`config.mk`:
```
export PLATFORM = sky130hd
export DESIGN_NAME = rxdr_ring_writer
export DESIGN_NICKNAME = d
export VERILOG_FILES = /design/src/rtl/rxdr_pkg.sv /design/src/rtl/rxdr_ptr.sv /design/src/rtl/rxdr_packer.sv /design/src/rtl/rxdr_classifier.sv /design/src/rtl/rxdr_ring_writer.sv
export SDC_FILE = /design/constraint.sdc
export NUM_CORES = 1
export LEC_CHECK = 0
export ABC_CLOCK_PERIOD_IN_PS = 6600
export CAP_MARGIN = 20
export CORE_AREA = 2 2 128 130
export CTS_CLUSTER_SIZE = 28
export DETAILED_ROUTE_END_ITERATION = 6
export DIE_AREA = 0 0 130 132
export PLACE_DENSITY = 0.93
export SYNTH_ARGS = -nofsm -noshare
export SYNTH_HDL_FRONTEND = slang
export SYNTH_SLANG_ARGS = --single-unit
```
`constraint.sdc`:
```
create_clock -name clk_i -period 6.6 [get_ports clk_i]
set_clock_uncertainty 0.05 [all_clocks]
set_input_delay 0.99 -clock clk_i [delete_from_list [all_inputs] [get_ports clk_i]]
set_output_delay 0.99 -clock clk_i [all_outputs]
set_load 0.01 [all_outputs]
```
`src/rtl/rxdr_pkg.sv`:
```
package rxdr_pkg;
  typedef enum logic [2:0] {
    S_IDLE, S_RD, S_RDW, S_FILL, S_WR, S_STAT, S_OWN, S_DROP
  } rxdr_state_e;

  localparam int unsigned DW_OWN  = 0;
  localparam int unsigned DW_WRAP = 1;
  localparam int unsigned ST_SOF  = 14;
  localparam int unsigned ST_EOF  = 15;
  localparam int unsigned ST_UC   = 29;
  localparam int unsigned ST_MC   = 30;
  localparam int unsigned ST_BC   = 31;
endpackage

```
`src/rtl/rxdr_ptr.sv`:
```
module rxdr_ptr #(
  parameter int unsigned AW = 32,
  parameter int unsigned DESC_BYTES = 8
) (
  input  logic          clk_i,
  input  logic          rst_ni,
  input  logic          load_i,
  input  logic [AW-1:0] base_i,
  input  logic          adv_i,
  input  logic          wrap_i,
  output logic [AW-1:0] desc_o
);
  localparam int unsigned ALN = $clog2(DESC_BYTES);

  logic [AW-1:0] base_q, cur_q;

  always_ff @(posedge clk_i or negedge rst_ni) begin
    if (!rst_ni) begin
      base_q <= '0;
      cur_q  <= '0;
    end else if (load_i) begin
      base_q <= {base_i[AW-1:ALN], ALN'(0)};
      cur_q  <= {base_i[AW-1:ALN], ALN'(0)};
    end else if (adv_i) begin
      cur_q <= wrap_i ? base_q : cur_q + AW'(DESC_BYTES);
    end
  end

  assign desc_o = cur_q;
endmodule

```
`src/rtl/rxdr_packer.sv`:
```
module rxdr_packer #(
  parameter int unsigned WB = 4,
  localparam int unsigned LANE_W = $clog2(WB)
) (
  input  logic              clk_i,
  input  logic              rst_ni,
  input  logic              push_i,
  input  logic [LANE_W-1:0] lane_i,
  input  logic [7:0]        byte_i,
  output logic [WB*8-1:0]   word_o
);
  for (genvar l = 0; l < WB; l++) begin : g_lane
    logic [7:0] b_q;
    always_ff @(posedge clk_i or negedge rst_ni) begin
      if (!rst_ni) b_q <= '0;
      else if (push_i) begin
        if (lane_i == LANE_W'(l)) b_q <= byte_i;
        else if (lane_i == '0)    b_q <= '0;  // new word: clear upper lanes
      end
    end
    assign word_o[l*8 +: 8] = b_q;
  end
endmodule

```
`src/rtl/rxdr_classifier.sv`:
```
module rxdr_classifier #(
  parameter int unsigned ADDR_BYTES = 6,
  localparam int unsigned CW = $clog2(ADDR_BYTES + 1)
) (
  input  logic       clk_i,
  input  logic       rst_ni,
  input  logic       start_i,
  input  logic       push_i,
  input  logic [7:0] byte_i,
  output logic       bc_o,
  output logic       mc_o,
  output logic       uc_o
);
  logic [CW-1:0] cnt_q;
  logic          ff_q, grp_q;

  always_ff @(posedge clk_i or negedge rst_ni) begin
    if (!rst_ni) begin
      cnt_q <= '0;
      ff_q  <= 1'b1;
      grp_q <= 1'b0;
    end else if (start_i) begin
      cnt_q <= '0;
      ff_q  <= 1'b1;
      grp_q <= 1'b0;
    end else if (push_i && cnt_q < CW'(ADDR_BYTES)) begin
      cnt_q <= cnt_q + 1'b1;
      ff_q  <= ff_q & (byte_i == 8'hFF);
      if (cnt_q == '0) grp_q <= byte_i[0];
    end
  end

  assign bc_o = ff_q && (cnt_q == CW'(ADDR_BYTES));
  assign mc_o = grp_q && !bc_o;
  assign uc_o = !grp_q;
endmodule

```
`src/rtl/rxdr_ring_writer.sv`:
```
module rxdr_ring_writer
  import rxdr_pkg::*;
#(
  parameter int unsigned AW = 32,
  parameter int unsigned BUF_BYTES = 128,
  parameter int unsigned LEN_W = 12
) (
  input  logic          clk_i,
  input  logic          rst_ni,
  input  logic          qp_we_i,
  input  logic [AW-1:0] qp_base_i,
  input  logic [1:0]    stat_clr_i,
  input  logic          rx_valid_i,
  input  logic [7:0]    rx_data_i,
  input  logic          rx_sof_i,
  input  logic          rx_eof_i,
  output logic          rx_ready_o,
  output logic          mem_req_o,
  output logic          mem_we_o,
  output logic [AW-1:0] mem_addr_o,
  output logic [AW-1:0] mem_wdata_o,
  input  logic [AW-1:0] mem_rdata_i,
  output logic          done_o,
  output logic          ovr_o
);
  localparam int unsigned WB     = AW / 8;
  localparam int unsigned LANE_W = $clog2(WB);
  localparam int unsigned CNT_W  = $clog2(BUF_BYTES) + 1;

  rxdr_state_e   state_q, state_d;
  logic [AW-1:0] buf_q, desc_addr, word, cls_status;
  logic          wrap_q, first_q, eof_q, done_q, ovr_q;
  logic [CNT_W-1:0] cnt_q, cnt_m1, woff;
  logic [LEN_W-1:0] len_q;
  logic          accept, fill_push, start, owned, done_set, ovr_set;
  logic          bc, mc, uc;

  assign accept    = rx_valid_i && rx_ready_o;
  assign fill_push = (state_q == S_FILL) && accept;
  assign start     = (state_q == S_IDLE) && rx_valid_i && rx_sof_i;
  assign owned     = mem_rdata_i[DW_OWN];
  assign done_set  = (state_q == S_OWN) && eof_q;
  assign ovr_set   = (state_q == S_RDW) && owned;

  rxdr_ptr #(.AW(AW), .DESC_BYTES(8)) u_ptr (
    .clk_i, .rst_ni,
    .load_i (qp_we_i),
    .base_i (qp_base_i),
    .adv_i  (state_q == S_OWN),
    .wrap_i (wrap_q),
    .desc_o (desc_addr)
  );

  rxdr_packer #(.WB(WB)) u_pack (
    .clk_i, .rst_ni,
    .push_i (fill_push),
    .lane_i (cnt_q[LANE_W-1:0]),
    .byte_i (rx_data_i),
    .word_o (word)
  );

  rxdr_classifier #(.ADDR_BYTES(6)) u_cls (
    .clk_i, .rst_ni,
    .start_i (start),
    .push_i  (fill_push),
    .byte_i  (rx_data_i),
    .bc_o    (bc),
    .mc_o    (mc),
    .uc_o    (uc)
  );

  always_comb begin
    state_d = state_q;
    unique case (state_q)
      S_IDLE: if (start) state_d = S_RD;
      S_RD:   state_d = S_RDW;
      S_RDW:  state_d = owned ? S_DROP : S_FILL;
      S_FILL: if (accept && (rx_eof_i || cnt_q[LANE_W-1:0] == LANE_W'(WB - 1)))
                state_d = S_WR;
      S_WR:   state_d = (eof_q || cnt_q == CNT_W'(BUF_BYTES)) ? S_STAT : S_FILL;
      S_STAT: state_d = S_OWN;
      S_OWN:  state_d = eof_q ? S_IDLE : S_RD;
      S_DROP: if (accept && rx_eof_i) state_d = S_IDLE;
      default: state_d = S_IDLE;
    endcase
  end

  always_comb begin
    unique case (state_q)
      S_IDLE:         rx_ready_o = rx_valid_i && !rx_sof_i;
      S_FILL, S_DROP: rx_ready_o = 1'b1;
      default:        rx_ready_o = 1'b0;
    endcase
  end

  always_ff @(posedge clk_i or negedge rst_ni) begin
    if (!rst_ni) begin
      state_q <= S_IDLE;
      buf_q   <= '0;
      wrap_q  <= 1'b0;
      cnt_q   <= '0;
      len_q   <= '0;
      first_q <= 1'b0;
      eof_q   <= 1'b0;
    end else begin
      state_q <= state_d;
      if (start) begin
        first_q <= 1'b1;
        eof_q   <= 1'b0;
        len_q   <= '0;
      end
      if (state_q == S_RDW && !owned) begin
        buf_q  <= {mem_rdata_i[AW-1:2], 2'b00};
        wrap_q <= mem_rdata_i[DW_WRAP];
        cnt_q  <= '0;
      end
      if (fill_push) begin
        cnt_q <= cnt_q + 1'b1;
        len_q <= len_q + 1'b1;
        eof_q <= rx_eof_i;
      end
      if (state_q == S_OWN) first_q <= 1'b0;
    end
  end

  always_ff @(posedge clk_i or negedge rst_ni) begin
    if (!rst_ni) begin
      done_q <= 1'b0;
      ovr_q  <= 1'b0;
    end else begin
      done_q <= (done_q && !stat_clr_i[0]) || done_set;
      ovr_q  <= (ovr_q && !stat_clr_i[1]) || ovr_set;
    end
  end

  assign cnt_m1 = cnt_q - 1'b1;
  assign woff   = {cnt_m1[CNT_W-1:LANE_W], LANE_W'(0)};

  always_comb begin
    cls_status = '0;
    cls_status[ST_SOF] = first_q;
    if (eof_q) begin
      cls_status[ST_EOF]  = 1'b1;
      cls_status[LEN_W-1:0] = len_q;
      cls_status[ST_BC]   = bc;
      cls_status[ST_MC]   = mc;
      cls_status[ST_UC]   = uc;
    end
  end

  always_comb begin
    mem_req_o   = 1'b0;
    mem_we_o    = 1'b0;
    mem_addr_o  = desc_addr;
    mem_wdata_o = '0;
    unique case (state_q)
      S_RD: mem_req_o = 1'b1;
      S_WR: begin
        mem_req_o   = 1'b1;
        mem_we_o    = 1'b1;
        mem_addr_o  = buf_q + AW'(woff);
        mem_wdata_o = word;
      end
      S_STAT: begin
        mem_req_o   = 1'b1;
        mem_we_o    = 1'b1;
        mem_addr_o  = desc_addr + AW'(4);
        mem_wdata_o = cls_status;
      end
      S_OWN: begin
        mem_req_o   = 1'b1;
        mem_we_o    = 1'b1;
        mem_wdata_o = {buf_q[AW-1:2], wrap_q, 1'b1};
      end
      default: ;
    endcase
  end

  assign done_o = done_q;
  assign ovr_o  = ovr_q;
endmodule

```
==> results of run 1 <==
## worst reg2reg max path, stage by stage (launching register included)
cell     delay [ns]
dfrtp_1        0.69
and3b_2        0.68
buf_4          0.45
nand2_1        0.39
nor3_1         0.25
a21oi_1        0.06
## Yosys cell counts (all sizes together), types with 3 or more instances
| cell | count |
|---|---|
| nand2 | 154 |
| dfrtp | 152 |
| o21ai | 115 |
| nor2 | 47 |
| inv | 45 |
| clkbuf | 42 |
| mux2 | 40 |
| a21oi | 37 |
| nand3 | 32 |
| a22o | 30 |
| nor3 | 29 |
| xnor2 | 29 |
| buf | 23 |
| a22oi | 20 |
| xor2 | 20 |
| nand4 | 18 |
| and3 | 17 |
| ha | 16 |
| mux2i | 13 |
| o221ai | 13 |
| and2 | 8 |
| o211ai | 8 |
| and4 | 7 |
| nand2b | 7 |
| a211oi | 6 |
| o2111ai | 5 |
| nor4 | 4 |
| o31ai | 4 |
| a21boi | 3 |
| a31o | 3 |
| a31oi | 3 |
| nand3b | 3 |
| nor2b | 3 |
| or3 | 3 |
## cell families after synthesis
group	after synthesis	share of synthesized area
DFF	153	0.429
other	1	0.000420
muxes	53	0.0650
buffers and inverters	110	0.0525
adders and majority gates	17	0.0247
xor gates and xnor gates	49	0.0480
AOI/OAI and AO/OA	267	0.196
and+or+nand+nor	342	0.185
## where the power goes
part	switching, mW	leakage (nW)	internal [mW]
Combinational	1.06	2.38	0.882
Clock	0.406	0.297	0.618
Sequential	0.409	1.92	1.21
Total	1.87	4.60	2.71
## through the flow
step,cells,util,power [mW]
2_1_floorplan,993,-,2.76
3_3_place_gp,1296,0.663,3.41
3_5_place_dp,1296,0.663,3.49
4_1_cts,1328,0.702,4.53
5_1_grt,1328,0.702,4.83
6_report,1328,0.702,4.58
## cell usage in the layout, fill, tap and decap left out, types with 9 or more instances in the layout
master           synthesis  final
xor2_1                  20     20
nand2_1                154    154
dfrtp_1                152    152
nand4_1                 16     16
mux2_2                  40     40
ha_1                    16     16
mux2i_1                 13     13
clkbuf_16                0     17
a22oi_1                 20     20
nand3_1                 31     31
inv_1                   44     44
a22o_1                  30     30
o221ai_1                13     13
nor3_1                  28     27
xnor2_1                 29     29
and3_1                  17     17
o21ai_0                110    110
nor2_1                  47     46
buf_4                    2      9
a21oi_1                 37     37
clkdlybuf4s50_1          0    141
## registers in the layout, indices dropped and copies added (netlist names)
signal and count:
cnt_q 8, u_pack.g_lane.b_q 32, eof_q 1, u_ptr.desc_o 29, first_q 1, buf_q 30
u_cls.grp_q 1, ovr_o 1, wrap_q 1, u_cls.cnt_q 3, u_cls.ff_q 1, state_q 3
len_q 12, done_o 1, u_ptr.base_q 29
## cell type report
cell class,count,area [µm²]
fillers,1101,4680
multi-input cells,730,4650
flip-flops and latches,153,3830
repair buffers,152,1500
clock buffers,19,453
well taps,216,270
clock inverters,13,169
inverters,45,169
## per-layer routing
metal / wire length [µm] / up-vias / GRT usage / share of wire
li1: - / 3754 / - / -
met1: 10100 / 4038 / 0.415 / 0.39
met2: 12600 / 565 / 0.483 / 0.48
met3: 2680 / 75 / 0.0714 / 0.10
met4: 806 / 0 / 0.122 / 0.031
met5: 0 / - / 0 / 0
## worst max path at each step
stage          depth (start not counted)  slack [ns]      from             end
6_report                              11        1.16  cnt_q[3]  mem_addr_o[31]
5_1_grt                               11        0.88  cnt_q[3]  mem_addr_o[31]
4_1_cts                               11        1.27  cnt_q[3]  mem_addr_o[31]
3_5_place_dp                          11        1.75  cnt_q[3]  mem_addr_o[31]
3_3_place_gp                          11        1.84  cnt_q[3]  mem_addr_o[31]
2_1_floorplan                         12        2.85  cnt_q[0]  mem_addr_o[30]
==> summary.txt, run 1 <==
Run status
  – Status: finished clean

Synth
  – Post-synth EDFFs: 0
  – Cell Area, Synth: 0.00893 mm²
  – Top cells by area, synth: dfrtp_1 43%, nand2_1 6.5%, o21ai_0 6.2%
  – Synthesized flop and latch total: 153
  – Dominant cell type by area after synthesis: dfrtp_1
  – Post-synthesis average cell area: 9.00 µm²
  – Share of the synthesized area in the top cell type: 0.426
  – Synth Flop Type: dfrtp_1
  – Post-synth ARST share: 1.00
  – Synth unique cells: 77
  – Post-synthesis cell count: 992
  – Yosys warning count: 0
  – Seq/Total Area, Yosys: 0.429

Timing
  – Final Slew Violations: 0
  – Fin crit period: 5.44 ns
  – Hold slack: 0.432 ns
  – Relative slew slack: 0.373
  – Fmax: 0.184 GHz
  – Setup WS post-layout: 1.16 ns
  – RSZ-0062 raised after global routing: no
  – Final setup viols: 0
  – Sum Neg Setup Slack: 0 ns
  – Period utilisation layout: 0.825
  – Hold Fails Final Rpt: 0
  – Tightest Pin Transition: 0.941 ns

Route
  – Initial DRC Count: 1,147
  – Vias: 8,432
  – DRC viols: 0
  – DR WL/cell: 19.7 µm
  – Pre-antenna DRT Iters: 6
  – Via/cell ratio: 6.35
  – ANT nets after route: 0
  – DRT Wirelength: 26,200 µm

Floorplan
  – Die Y: 132 µm
  – Rows: 46
  – Initial Utilization: 0.568
  – Core ar.: 0.0157 mm²
  – Die footprint: 0.0172 mm²
  – # IOs: 149
  – Die Width: 130 µm

Clocking
  – Post_cts resized: 0
  – Clk root buf: clkbuf_16
  – Hold-fix buffers, CTS: 0
  – Post-CTS setup buffers: 0
  – # clock sinks: 153
  – Insertion delay to the later sink of the worst-skew pair: 0.43 ns
  – H-tree depth: 4
  – CTS tree: yes
  – Clock transition at path regs: 0.06 ns
  – Total CTS buffers: 17
  – Max Root-Sink Buffers: 2

Setup path
  – Crit-path max cell delay: 0.67 ns
  – CP cell instances: nor2_1, nand3_1, nor4_1, xor2_1, ha_1, nand3_1, a21oi_1, o21ai_1, or4_1, nand3_1, clkdlybuf4s50_1
  – Critical path type: register to primary output
  – Startpoint types: register
  – Reg-to-Reg End: u_ptr.desc_o[19]
  – Launch point of the worst reg-to-reg path: state_q[1]
  – Endpoint class of the critical path: primary output
  – Crit-path max FO: 11
  – Slowest-stage cell, CP: a21oi_1
  – Crit path buffers/inverters: 1
  – Most used cell, CP: nand3_1
  – Delay-heaviest family, CP: simple AND/OR/NAND/NOR gates
  – WP data arrival: 4.40 ns
  – Critical path required time: 5.56 ns
  – R2R cell count: 5
  – Flop2flop setup slack: 3.90 ns

Hold path
  – Worst hold stages: 2
  – Hold path startpoint: u_cls.ff_q
  – Hold path endpoint: u_cls.ff_q
  – Hold Crit Class: register to register

Placed design
  – Port bufs: 143
  – Pre-CTS WS: 1.75 ns
  – RePlAce Congestion: 0.919
  – Placed cell area: 0.0104 mm²
  – DP HPWL: 17,500 µm

Final layout
  – Final net count: 1,196
  – Design area: 0.0110 mm²
  – Share of cells above drive strength 1: 0.0962
  – Synth-to-layout area growth: 23.5%
  – Antenna diodes: 0

Global route
  – Global Route Usage Sum: 0.308
  – Largest net degree at the start of global routing: 88
  – First-pass GRT wire length: 41,800 µm
  – GRT overflow: 0
  – Initial antenna violation count: 0
  – Vias in the first global route: 8,103

Pwr
  – VDD IR max: 245 µV
  – Power Dens Cells: 415 mW/mm²
  – Leakage: 4.60 nW

Job
  – Max Cap Violations: 0
Note: power is estimated with default switching activity, not from simulation.
==> inputs of run 2 (changes only) <==
- ABC_CLOCK_PERIOD_IN_PS: 6600 -> 5100
- CORE_AREA: 2 2 128 130 -> 2 2 132 134
- DIE_AREA: 0 0 130 132 -> 0 0 134 136
- PLACE_DENSITY: 0.93 -> 0.89
- clock period: 6.6 -> 5.1 ns (I/O delays scaled with it)
==> summary.txt, run 2 (synthesis results as in run 1) <==
Setup path
  – Startpoint types: register
  – Critical path required time: 4.28 ns (-1.28 ns)
  – Critical path type: register to primary output
  – Crit path buffers/inverters: 1 (unchanged)
  – Most used cell, CP: nand3_1
  – WP data arrival: 4.02 ns (-0.38 ns)
  – Delay-heaviest family, CP: simple AND/OR/NAND/NOR gates
  – Slowest-stage cell, CP: clkdlybuf4s50_1
  – Endpoint class of the critical path: primary output
  – CP cell instances: nor2_1, nand3_1, nor4_1, xor2_1, ha_1, nand3_1, o21bai_2, a211oi_4, nand4_1, a31oi_1, clkdlybuf4s50_1
  – Crit-path max FO: 9 (-2)
  – Crit-path max cell delay: 0.58 ns (-0.09 ns)

Route
  – DRC viols: 0 (unchanged)
  – DR WL/cell: 19.0 µm (-3.8%)
  – DRT Wirelength: 25,400 µm (-2.9%)
  – Vias: 8,318 (-1.4%)
  – Via/cell ratio: 6.20 (-2.3%)
  – Initial DRC Count: 953 (-17%)
  – Pre-antenna DRT Iters: 7 (+1)
  – ANT nets after route: 0 (unchanged)

Timing
  – Final setup viols: 0 (unchanged)
  – Fmax: 0.207 GHz
  – Fin crit period: 4.83 ns
  – RSZ-0062 raised after global routing: no
  – Period utilisation layout: 0.948
  – Hold Fails Final Rpt: 0 (unchanged)
  – Setup WS post-layout: 0.266 ns (-0.891 ns)
  – Final Slew Violations: 0 (unchanged)
  – Sum Neg Setup Slack: 0 ns (unchanged)
  – Tightest Pin Transition: 1.06 ns (+0.123 ns)
  – Relative slew slack: 0.291 (-0.0819)
  – Hold slack: 0.0878 ns (-0.344 ns)

Run status
  – Status: finished clean

Placed design
  – Placed cell area: 0.0104 mm² (+0.25%)
  – Port bufs: 143 (unchanged)
  – Pre-CTS WS: 0.804 ns (-0.950 ns)
  – RePlAce Congestion: 0.895 (-2.6%)
  – DP HPWL: 17,800 µm (+1.8%)

Pwr
  – Logic pwr share: 0.437 (+0.014)
  – Power Dens Cells: 522 mW/mm² (+26%)
  – Total design power: 5.75 mW (+26%)
  – Reg power frac: 0.365 (+0.011)
  – Leakage: 4.60 nW (about the same)
  – Sw Share: 0.414 (+0.00568)
  – Net Sw Power: 2.38 mW (+27%)
  – Clock power frac: 0.199 (-0.025)
  – VDD IR max: 316 µV (+29%)
  – P_int: 3.37 mW (+24%)

Final layout
  – Multi-input combinational cell area: 0.00465 mm² (unchanged)
  – Sequential cell area: 0.00383 mm² (unchanged)
  – Most frequent cells in the layout: 154 x nand2_1, 152 x dfrtp_1, 141 x clkdlybuf4s50_1, 110 x o21ai_0, 46 x nor2_1
  – Max reg flops: 32 (unchanged)
  – Synth-to-layout area growth: 23.4%
  – Antenna diodes: 0 (unchanged)
  – Fillers: 1,275 (+16%)
  – Design area: 0.0110 mm² (-0.12%)
  – Top flop regs: u_pack.g_lane.b_q (32), buf_q (30)
  – Final net count: 1,200 (+0.33%)
  – Register with the most flip-flops: u_pack.g_lane.b_q
  – Commonest non-fill, non-tap cell in the layout: nand2_1
  – Share of cells above drive strength 1: 0.0968 (+0.000551)

Floorplan
  – Die Y: 136 µm (+3.0%)
  – Rows: 48 (+4.3%)
  – Die footprint: 0.0182 mm² (+6.2%)
  – Core ar.: 0.0169 mm² (+7.4%)
  – # IOs: 149 (unchanged)
  – Initial Utilization: 0.529 (-0.0392)
  – Die Width: 134 µm (+3.1%)

Clocking
  – Post-CTS setup buffers: 0 (unchanged)
  – H-tree depth: 4 (unchanged)
  – Max Root-Sink Buffers: 2 (unchanged)
  – # clock sinks: 153 (unchanged)
  – Insertion delay to the later sink of the worst-skew pair: 0.43 ns (about the same)
  – Hold-fix buffers, CTS: 0 (unchanged)
  – CTS tree: yes
  – Clk root buf: clkbuf_16
  – Post_cts resized: 0 (unchanged)
  – Clock transition at path regs: 0.06 ns (about the same)
  – Total CTS buffers: 17 (unchanged)

Hold path
  – Hold Crit Class: primary input to asynchronous set/reset pin

Global route
  – Global Route Usage Sum: 0.277 (-0.0308)
  – Initial antenna violation count: 0 (unchanged)
  – First-pass GRT wire length: 39,400 µm (-5.6%)
  – GRT overflow: 0 (unchanged)
  – Largest net degree at the start of global routing: 112 (+27%)
  – Vias in the first global route: 7,482 (-7.7%)

Job
  – Max Cap Violations: 0 (unchanged)
## run 2: through the flow
| stage | instances | util |
|---|---|---|
| after floorplan | 993 | - |
| after global placement | 1307 | 0.619 |
| after detailed placement | 1307 | 0.619 |
| after CTS | 1339 | 0.650 |
| after global routing | 1341 | 0.653 |
| final | 1341 | 0.653 |
## run 2: final timing paths
path,start,end,slack [ns],cells after the start
max,cnt_q[3],mem_addr_o[30],0.27,11
min,rst_ni,u_ptr.base_q[9],0.09,1
max reg2reg,state_q[1],u_ptr.desc_o[19],2.43,5
min reg2reg,u_cls.ff_q,u_cls.ff_q,0.43,2
max in group asynchronous,rst_ni,u_ptr.base_q[23],3.69,3
min in group clk_i,u_cls.ff_q,u_cls.ff_q,0.43,2
## run 2: layout make-up
cell class | instances | area share
Multi-Input combinational cell | 730 | 0.422
Inverter | 45 | 0.0153
Clock buffer | 21 | 0.0409
Timing Repair Buffer | 156 | 0.142
Clock inverter | 11 | 0.00693
Tap cell | 225 | 0.0255
Sequential cell | 153 | 0.348
## run 2: power by group through the flow
stage               Combinational (mW)  Clock [mW]  Sequential, mW
finish                            2.51        1.14            2.10
global route                      2.73        1.20            2.14
CTS                               2.44        1.14            2.10
detailed placement                2.42           0            2.11
global placement                  2.34           0            2.09
floorplan                         1.71           0            1.86
## run 2: metal layers
layer	vias up	track usage	wire [µm]
li1	3773	-	-
met1	4039	0.371	10200
met2	432	0.443	12200
met3	74	0.0518	2160
met4	0	0.121	850
met5	-	0	0
==> inputs of run 3 (changes only) <==
- SETUP_SLACK_MARGIN: unset -> 0.15
==> summary.txt, run 3 (synthesis results as in run 1) <==
Run status
  – Status: finished clean

Hold path
  – Hold Crit Class: primary input to asynchronous set/reset pin

Setup path
  – Startpoint types: register
  – Crit-path max FO: 9 (unchanged)
  – Reg-to-Reg End: u_ptr.desc_o[19]
  – Launch point of the worst reg-to-reg path: state_q[1]
  – R2R cell count: 5 (unchanged)
  – Critical path type: register to primary output
  – Endpoint class of the critical path: primary output
  – WP data arrival: 4.07 ns (+0.05 ns)
  – Critical path required time: 4.28 ns (about the same)
  – Flop2flop setup slack: 2.42 ns (about the same)

Timing
  – RSZ-0062 raised after global routing: no
  – Tightest Pin Transition: 1.08 ns (+0.0115 ns)
  – Final setup viols: 0 (unchanged)
  – Sum Neg Setup Slack: 0 ns (unchanged)
  – Fin crit period: 4.88 ns (+0.0506 ns)
  – Relative slew slack: 0.283 (-0.00766)
  – Hold Fails Final Rpt: 0 (unchanged)
  – Fmax: 0.205 GHz (-1.0%)
  – Final Slew Violations: 0 (unchanged)
  – Period utilisation layout: 0.958 (+0.00992)

Final layout
  – Top flop regs: u_pack.g_lane.b_q (32), buf_q (30)
  – Max reg flops: 32 (unchanged)
  – Final net count: 1,200 (unchanged)
  – Most frequent cells in the layout: 153 x nand2_1, 152 x dfrtp_1, 141 x clkdlybuf4s50_1, 110 x o21ai_0, 46 x nor2_1
  – Synth-to-layout area growth: 23.5% (about the same)
  – Share of cells above drive strength 1: 0.0986 (+0.00179)
  – Antenna diodes: 0 (unchanged)
  – Commonest non-fill, non-tap cell in the layout: nand2_1
  – Register with the most flip-flops: u_pack.g_lane.b_q

Route
  – DR WL/cell: 19.1 µm (+0.85%)
  – Pre-antenna DRT Iters: 7 (unchanged)
  – ANT nets after route: 0 (unchanged)
  – Via/cell ratio: 6.18 (-0.44%)
  – Vias: 8,281 (-0.44%)
  – Initial DRC Count: 861 (-9.7%)
  – DRC viols: 0 (unchanged)
  – DRT Wirelength: 25,600 µm (+0.85%)

Clocking
  – CTS tree: yes
  – Insertion delay to the later sink of the worst-skew pair: 0.44 ns (about the same)
  – Hold-fix buffers, CTS: 0 (unchanged)
  – Max Root-Sink Buffers: 2 (unchanged)
  – Clock transition at path regs: 0.06 ns (about the same)
  – Total CTS buffers: 17 (unchanged)
  – # clock sinks: 153 (unchanged)
  – H-tree depth: 4 (unchanged)
  – Clk root buf: clkbuf_16

Floorplan
  – Rows: 48 (unchanged)
  – # IOs: 149 (unchanged)
  – Initial Utilization: 0.529 (unchanged)
  – Die footprint: 0.0182 mm² (unchanged)
  – Core ar.: 0.0169 mm² (unchanged)
  – Die Y: 136 µm (unchanged)
  – Die Width: 134 µm (unchanged)

Pwr
  – Net Sw Power: 2.39 mW (+0.32%)
  – P_int: 3.37 mW (about the same)
  – Clock power frac: 0.198 (about the same)
  – Power Dens Cells: 523 mW/mm² (+0.11%)
  – Total design power: 5.76 mW (+0.19%)
  – Sw Share: 0.415 (+0.000538)
  – Leakage: 4.60 nW (about the same)
  – Logic pwr share: 0.438 (about the same)
  – Reg power frac: 0.364 (about the same)
  – VDD IR max: 317 µV (+0.33%)

Job
  – Max Cap Violations: 0 (unchanged)

Global route
  – Vias in the first global route: 7,482 (unchanged)
  – GRT overflow: 0 (unchanged)
  – First-pass GRT wire length: 39,400 µm (unchanged)
  – Largest net degree at the start of global routing: 112 (unchanged)
  – Global Route Usage Sum: 0.277 (unchanged)
  – Initial antenna violation count: 0 (unchanged)

Placed design
  – Port bufs: 143 (unchanged)
  – RePlAce Congestion: 0.895 (unchanged)
  – DP HPWL: 17,800 µm (unchanged)
-- run 3: cell counts in the layout (fill, tap and decap cells not counted) --
Identical to the previous run, type by type.
-- run 3: worst max-delay path: stages, from the launching register on --
cell and delay, ns:
dfrtp_1 0.45, nor2_1 0.27, nand3_1 0.21, nor4_2 0.31, xor2_1 0.14, ha_1 0.40, nand3_1 0.12, o21bai_2 0.32
a211oi_4 0.40, nand4_1 0.13, a31oi_1 0.27, clkdlybuf4s50_1 0.58
-- run 3: worst max-delay path by stage --
stage                     startpoint              to  slack (ns)  depth (start not counted)
after global routing        cnt_q[3]  mem_addr_o[14]        0.05                         11
final                       cnt_q[3]  mem_addr_o[30]        0.22                         11
after CTS                   cnt_q[3]  mem_addr_o[30]        0.30                         11
after global placement      cnt_q[0]  mem_addr_o[30]        0.86                         12
after detailed placement    cnt_q[1]  mem_addr_o[30]        0.80                         12
after floorplan             cnt_q[0]  mem_addr_o[30]        1.58                         12
-- run 3: layout make-up --
class / count / area [µm²]
clock buffer: 21 / 450
clock inverter: 11 / 76.3
multi-input combinational: 730 / 4660
tap: 225 / 282
sequential: 153 / 3830
inverter: 45 / 169
timing repair buffer: 156 / 1570
fill: 1272 / 5850
-- run 3: per-stage QoR --
stage	hold slack [ns]	util	worst slack (ns)	instance area, µm²	std cells
6_report	0.0899	0.654	0.216	11000	1341
5_1_grt	0.0886	0.654	0.0454	11000	1341
4_1_cts	0.427	0.650	0.299	11000	1339
3_5_place_dp	0.413	0.619	0.804	10400	1307
3_3_place_gp	0.403	0.619	0.863	10400	1307
2_1_floorplan	0.389	-	1.58	8940	993
-- run 3: power by group through the flow --
| stage | Clock [mW] | Combinational [mW] | Sequential [mW] |
|---|---|---|---|
| after floorplan | 0 | 1.71 | 1.86 |
| after detailed placement | 0 | 2.42 | 2.11 |
| final | 1.14 | 2.52 | 2.10 |
| after global placement | 0 | 2.34 | 2.09 |
| after CTS | 1.14 | 2.44 | 2.10 |
| after global routing | 1.20 | 2.74 | 2.14 |
-- run 3: per-layer routing --
layer  global-route usage  vias up  share of wire
met4                0.121        0          0.029
met1                0.371     3992           0.40
met2                0.443      469           0.48
met5                    0        -              0
li1                     -     3760              -
met3               0.0518       60          0.086
-- run 3: timing repair --
item / 4_1_cts / 5_1_grt
setup buffers: 0 / 0
gates resized for setup: 0 / 2
endpoints found under the setup margin: 0 / 12
